==> src/rtl/cfg_seq_pkg.sv <==
package cfg_seq_pkg;
  typedef enum logic [2:0] {
    SEQ_POWER_WAIT = 3'd0,
    SEQ_RESET_HOLD = 3'd1,
    SEQ_SAMPLE     = 3'd2,
    SEQ_CONFIG     = 3'd3,
    SEQ_STARTUP    = 3'd4,
    SEQ_RUN        = 3'd5,
    SEQ_POWER_DOWN = 3'd6
  } seq_state_t;

  localparam int unsigned MODE_W = 3;
  localparam int unsigned WAKE_TICKS = 2;
endpackage

==> src/rtl/cfg_tick_gen.sv <==
module cfg_tick_gen #(
  parameter int unsigned DIV = 10
) (
  input  logic clk,
  input  logic rst_n,
  output logic tick
);
  localparam int unsigned W = (DIV > 1) ? $clog2(DIV) : 1;
  localparam logic [W-1:0] LAST = W'(DIV - 1);

  logic [W-1:0] div_q;
  logic [W-1:0] div_d;

  always_comb begin
    tick  = (div_q == LAST);
    div_d = tick ? '0 : div_q + 1'b1;
  end

  always_ff @(posedge clk or negedge rst_n) begin
    if (!rst_n) div_q <= '0;
    else        div_q <= div_d;
  end
endmodule

==> src/rtl/cfg_sync_bus.sv <==
module cfg_sync_bus #(
  parameter int unsigned WIDTH = 3
) (
  input  logic             clk,
  input  logic             rst_n,
  input  logic [WIDTH-1:0] async_in,
  output logic [WIDTH-1:0] sync_out
);
  logic [WIDTH-1:0] stage1_q;
  logic [WIDTH-1:0] stage2_q;

  for (genvar i = 0; i < WIDTH; i++) begin : g_bit
    always_ff @(posedge clk or negedge rst_n) begin
      if (!rst_n) begin
        stage1_q[i] <= 1'b1;
        stage2_q[i] <= 1'b1;
      end else begin
        stage1_q[i] <= async_in[i];
        stage2_q[i] <= stage1_q[i];
      end
    end
  end

  assign sync_out = stage2_q;
endmodule

==> src/rtl/cfg_seq_core.sv <==
module cfg_seq_core
  import cfg_seq_pkg::*;
#(
  parameter int unsigned SHORT_EXP = 14,
  parameter int unsigned LONG_EXP  = 16
) (
  input  logic              clk,
  input  logic              rst_n,
  input  logic              tick,
  input  logic [MODE_W-1:0] mode_pins,
  input  logic              reset_ok,
  input  logic              pd_ok,
  input  logic              done_fall,
  input  logic              load_done,
  output seq_state_t        state,
  output logic [MODE_W-1:0] mode_q
);
  localparam int unsigned MAXE = (LONG_EXP > SHORT_EXP) ? LONG_EXP : SHORT_EXP;
  localparam int unsigned CW = MAXE + 1;
  localparam logic [CW-1:0] SHORT_LAST = CW'((64'd1 << SHORT_EXP) - 64'd1);
  localparam logic [CW-1:0] LONG_LAST  = CW'((64'd1 << LONG_EXP) - 64'd1);
  localparam logic [CW-1:0] WAKE_LAST  = CW'(WAKE_TICKS - 1);

  seq_state_t        state_q, state_d;
  logic [CW-1:0]     cnt_q, cnt_d;
  logic              sampled_q, sampled_d;
  logic              long_q, long_d;
  logic [MODE_W-1:0] mode_d;
  logic [CW-1:0]     po_last;

  always_comb begin
    state_d   = state_q;
    cnt_d     = cnt_q;
    sampled_d = sampled_q;
    long_d    = long_q;
    mode_d    = mode_q;
    po_last   = long_q ? LONG_LAST : SHORT_LAST;
    unique case (state_q)
      SEQ_POWER_WAIT: begin
        if (!sampled_q) begin
          sampled_d = 1'b1;
          long_d    = ~mode_pins[0];
          cnt_d     = '0;
        end else if (tick) begin
          if (cnt_q == po_last) begin
            cnt_d   = '0;
            state_d = reset_ok ? SEQ_SAMPLE : SEQ_RESET_HOLD;
          end else begin
            cnt_d = cnt_q + 1'b1;
          end
        end
      end
      SEQ_RESET_HOLD: begin
        if (reset_ok) state_d = SEQ_SAMPLE;
      end
      SEQ_SAMPLE: begin
        mode_d  = mode_pins;
        state_d = SEQ_CONFIG;
      end
      SEQ_CONFIG: begin
        if (!reset_ok)     state_d = SEQ_RESET_HOLD;
        else if (load_done) state_d = SEQ_STARTUP;
      end
      SEQ_STARTUP: state_d = SEQ_RUN;
      SEQ_RUN: begin
        if (!pd_ok) begin
          state_d = SEQ_POWER_DOWN;
          cnt_d   = '0;
        end else if (done_fall) begin
          state_d = SEQ_SAMPLE;
        end
      end
      SEQ_POWER_DOWN: begin
        if (!pd_ok) begin
          cnt_d = '0;
        end else if (tick) begin
          if (cnt_q == WAKE_LAST) begin
            cnt_d   = '0;
            state_d = SEQ_RUN;
          end else begin
            cnt_d = cnt_q + 1'b1;
          end
        end
      end
      default: state_d = SEQ_POWER_WAIT;
    endcase
  end

  always_ff @(posedge clk or negedge rst_n) begin
    if (!rst_n) begin
      state_q   <= SEQ_POWER_WAIT;
      cnt_q     <= '0;
      sampled_q <= 1'b0;
      long_q    <= 1'b1;
      mode_q    <= '0;
    end else begin
      state_q   <= state_d;
      cnt_q     <= cnt_d;
      sampled_q <= sampled_d;
      long_q    <= long_d;
      mode_q    <= mode_d;
    end
  end

  assign state = state_q;
endmodule

==> src/rtl/cfg_sequencer.sv <==
module cfg_sequencer
  import cfg_seq_pkg::*;
#(
  parameter int unsigned TICK_DIV  = 10,
  parameter int unsigned SHORT_EXP = 14,
  parameter int unsigned LONG_EXP  = 16
) (
  input  logic       clk,
  input  logic       rst_n,
  input  logic       pwr_down_n,
  input  logic       cfg_reset_n,
  input  logic [2:0] mode_pins,
  input  logic       load_done,
  input  logic       done_early,
  input  logic       done_in,
  output logic       cfg_start,
  output logic [2:0] mode_latched,
  output logic       user_reset,
  output logic       out_enable,
  output logic       in_force_high,
  output logic       done_drive_low,
  output logic [2:0] state_o
);
  logic       tick;
  logic [2:0] synced;
  logic       reset_ok, pd_ok, done_s;
  logic       done_prev_q;
  logic       done_fall;
  seq_state_t state;

  cfg_tick_gen #(.DIV(TICK_DIV)) u_tick (
    .clk(clk), .rst_n(rst_n), .tick(tick)
  );

  cfg_sync_bus #(.WIDTH(3)) u_sync (
    .clk(clk), .rst_n(rst_n),
    .async_in({done_in, pwr_down_n, cfg_reset_n}),
    .sync_out(synced)
  );

  assign reset_ok = synced[0];
  assign pd_ok    = synced[1];
  assign done_s   = synced[2];

  always_ff @(posedge clk or negedge rst_n) begin
    if (!rst_n) done_prev_q <= 1'b1;
    else        done_prev_q <= done_s;
  end

  assign done_fall = done_prev_q & ~done_s;

  cfg_seq_core #(.SHORT_EXP(SHORT_EXP), .LONG_EXP(LONG_EXP)) u_core (
    .clk(clk), .rst_n(rst_n), .tick(tick), .mode_pins(mode_pins),
    .reset_ok(reset_ok), .pd_ok(pd_ok), .done_fall(done_fall),
    .load_done(load_done), .state(state), .mode_q(mode_latched)
  );

  always_comb begin
    cfg_start      = (state == SEQ_SAMPLE);
    out_enable     = (state == SEQ_RUN) || ((state == SEQ_STARTUP) && !done_early);
    done_drive_low = !((state == SEQ_RUN) || ((state == SEQ_STARTUP) && done_early));
    user_reset     = (state != SEQ_RUN) || !cfg_reset_n;
    in_force_high  = (state == SEQ_POWER_DOWN) && !pd_ok;
    state_o        = state;
  end
endmodule

==> config.mk <==
export PLATFORM = sky130hd
export DESIGN_NAME = cfg_sequencer
export DESIGN_NICKNAME = d
export VERILOG_FILES = /design/src/rtl/cfg_seq_pkg.sv /design/src/rtl/cfg_tick_gen.sv /design/src/rtl/cfg_sync_bus.sv /design/src/rtl/cfg_seq_core.sv /design/src/rtl/cfg_sequencer.sv
export SDC_FILE = /design/constraint.sdc
export NUM_CORES = 1
export LEC_CHECK = 0
export CORE_ASPECT_RATIO = 0.9
export CORE_MARGIN = 2
export CORE_UTILIZATION = 59
export CTS_BUF_LIST = sky130_fd_sc_hd__clkbuf_8
export CTS_CLUSTER_SIZE = 25
export DETAILED_ROUTE_END_ITERATION = 12
export GPL_TIMING_DRIVEN = 0
export PLACE_DENSITY = 0.84
export SLEW_MARGIN = 20
export SYNTH_ARGS = -nofsm -noshare
export SYNTH_HDL_FRONTEND = slang
export SYNTH_SLANG_ARGS = --single-unit
export TNS_END_PERCENT = 30
==> constraint.sdc <==
create_clock -name clk -period 2.3 [get_ports clk]
set_input_delay 0.46 -clock clk [delete_from_list [all_inputs] [get_ports clk]]
set_output_delay 0.46 -clock clk [all_outputs]
set_load 0.01 [all_outputs]
==> impl_metrics.yaml <==
run_status:
  status: "completed"
worst_hold_path:
  min_path_type: "in2async"
worst_setup_path:
  cp_num_cells: 4
  cp_cell_sequence: "buf_4, nor2b_2, nand3_1, clkdlybuf4s50_1"
  crit_type: "reg2out"
  arrival_ns: 1.77
  crit_required_ns: 1.84
  endpoint_kind: "output pin"
  cp_num_buf_inv: 2
  crit_family: "buffers and inverters"
  reg2regPathDepth: 9
  setup.worst_path.start_class: "register"
  slowest_delay_ns: 0.57
  critical_path_peak_fanout: 10
  cpMaxStageDelayCell: "clkdlybuf4s50_1"
  worst-r2r-setup-slack_ns: 0.15
routing:
  post_drt_wl_per_cell_um: 17.8
  totalWireLength_um: 4900
  drtIter0Drc: 202
  vias: 1755
  vias_per_cell: 6.38
  drc: 0
  firstDrtPassIters: 4
  antenna_left: 0
final_layout:
  antenna_cells: 0
  final_area_um2: 2470
  drive_gt1_frac: 0.216
  fin_nets: 242
  fillCellCount: 243
  seq_area_um2: 912
  final_cell_mix: "27 x dfrtp_1, 21 x nand2_1, 16 x clkdlybuf4s50_1"
  final_common_cell: "dfrtp_1"
  fin_util: 0.737
  multiInputGateArea_um2: 1080
  syn2layout_area_growth_pct: 20.4
synthesis:
  syn_nets: 213
  synthArstFlopShare: 1.00
  synth-edff-count: 0
  avgSynthCellArea_um2: 10.2
  syn_inst: 201
  syn_area_um2: 2050
  ys_seq_area_frac: 0.444
  yosysUniqueCellTypes: 56
  ys_ff_latch: 36
  synth_ff_type: "dfrtp_1"
  yosys_warnings: 0
floorplan:
  die_h_um: 60.0
  core_um2: 3350
  rows: 20
  initial_core_util: 0.612
  die_w_um: 66.2
  io_pins: 21
  die-area_um2: 3970
timing:
  relSlewSlack: 0.699
  fin_skew_ns: 0.00295
  tightest_slew_ns: 0.448
  rsz0062_at_grt: "true"
  fmax_ghz: 0.449
  layout_worst_path_cycle_share: 0.969
  hold_violations: 0
  period_minus_slack_ns: 2.23
  hold_slack_ns: 0.0250
  setup-violations-final: 0
  finalSetupTns_ns: 0
  maxSlewViolCount: 0
grt:
  grt_pass1_vias: 1842
  grt_max_degree: 28
  track_usage: 0.284
  grt_pass1_wl_um: 8470
  gr-total-overflow: 0
  grt_antenna_before_repair: 0
pwr:
  leakagePower_nw: 1.06
  internal_power_mw: 1.60
  power_mw: 2.55
  worst_ir_drop_vdd_uv: 836
  pwr-share-seq: 0.325
  switching_power_uw: 957
  p_sw_frac: 0.375
  share_comb_of_total_power: 0.455
  powerDensity_nw_per_um2: 1030
  clockPowerShare: 0.220
clock_network:
  cts_buffers: 5
  cts.htree.levels: 2
  worst_skew_pair.late_latency_ns: 0.30
  clock_path_buffers: 2
  clock-root-buffer: "clkbuf_8"
  cts.sinks: 36
  cts_tree: "yes"
  cts.clk_slew.worst_paths_ns: 0.07
  hold_buffers: 0
place:
  dp_hpwl_um: 3550
  io_buffers: 20
  gp_congestion: 0.899
  place_area_um2: 2320
flow_run:
  cap_violations: 0
power groups by stage:
stage	registers (mW)	clock network [mW]	logic (mW)
6_report	0.830	0.562	1.16
5_1_grt	0.845	0.593	1.27
4_1_cts	0.832	0.567	1.15
3_5_place_dp	0.841	0	1.13
3_3_place_gp	0.831	0	1.05
2_1_floorplan	0.844	0	0.771
layer usage:
layer,routed length [µm],up-vias,track usage,share of wire
met5,0,-,0,0
met4,74,0,0.122,0.015
met2,2560,70,0.473,0.52
met3,292,8,0.0603,0.060
met1,1970,866,0.360,0.40
li1,-,811,-,-
through the flow:
| step | setup slack, ns | std cells |
|---|---|---|
| 2_1_floorplan | 0.487 | 201 |
| 3_3_place_gp | -0.0617 | 265 |
| 3_5_place_dp | -0.161 | 266 |
| 4_1_cts | 0.00894 | 275 |
| 5_1_grt | -0.0463 | 275 |
| 6_report | 0.0711 | 275 |
path summary, 6_finish.rpt:
path | to | startpoint
max | user_reset | u_core.state[2]$_DFFE_PN0P_
max in group asynchronous | u_sync.sync_out[1]$_DFF_PN1_ | rst_n
min | u_tick.div_q[2]$_DFF_PN0_ | rst_n
min reg2reg | u_sync.sync_out[0]$_DFF_PN1_ | u_sync.stage1_q[0]$_DFF_PN1_
min in group clk | u_sync.sync_out[0]$_DFF_PN1_ | u_sync.stage1_q[0]$_DFF_PN1_
max reg2reg | u_core.cnt_q[10]$_DFFE_PN0P_ | u_core.cnt_q[1]$_DFFE_PN0P_
flip-flops by register name, summed over array words and instances (netlist names):
| name | cells |
|---|---|
| u_core.state | 3 |
| u_core.long_q | 1 |
| u_core.sampled_q | 1 |
| u_sync.sync_out | 3 |
| u_tick.div_q | 4 |
| u_sync.stage1_q | 3 |
| u_core.cnt_q | 17 |
| done_prev_q | 1 |
| u_core.mode_q | 3 |
cell usage after synthesis, types with 2 or more instances:
| cell type | number | area share |
|---|---|---|
| mux2_2 | 4 | 0.022 |
| a21o_1 | 3 | 0.011 |
| o211ai_1 | 10 | 0.037 |
| inv_1 | 8 | 0.015 |
| buf_2 | 3 | 0.0073 |
| o2111ai_1 | 8 | 0.034 |
| and3_1 | 3 | 0.0091 |
| nand2_1 | 21 | 0.038 |
| a21oi_1 | 10 | 0.024 |
| nor2b_1 | 2 | 0.0061 |
| nand3_1 | 7 | 0.017 |
| nand4_1 | 3 | 0.0091 |
| dfstp_2 | 8 | 0.10 |
| nor2_1 | 11 | 0.020 |
| dfrtp_1 | 28 | 0.34 |
| o21ai_0 | 8 | 0.020 |
| nor3_1 | 4 | 0.0098 |
| nand4b_1 | 2 | 0.0085 |
| buf_4 | 2 | 0.0073 |
| xor2_1 | 8 | 0.034 |
| ha_1 | 2 | 0.012 |
| a21boi_0 | 2 | 0.0073 |
| o211ai_2 | 3 | 0.018 |
| or3_1 | 5 | 0.015 |
| nor4_1 | 5 | 0.015 |
layout make-up:
cell class,count,area share
Tap cell,44,0.0223
Sequential cell,36,0.369
Timing Repair Buffer,22,0.0901
Clock inverter,3,0.0172
Multi-Input combinational cell,149,0.436
Inverter,8,0.0121
Clock buffer,5,0.0278
Buffer,8,0.0258
cell families after synthesis:
| group | count (synthesis) | share of synthesized area |
|---|---|---|
| buffers and inverters | 16 | 0.0439 |
| adder cells (fa/ha/maj) | 2 | 0.0122 |
| flip-flops | 36 | 0.444 |
| AO/OA/AOI/OAI | 59 | 0.230 |
| multiplexers | 5 | 0.0268 |
| AND/OR/NAND/NOR | 74 | 0.205 |
| XOR/XNOR | 9 | 0.0384 |
repair_timing:
action                                 CTS  global route
setup buffers                            1             0
resized for setup                        7             4
pin swaps                                1             0
endpoints found under the hold margin    0             0
setup endpoints to repair                4             5
Power figures use the tool's default switching activity.
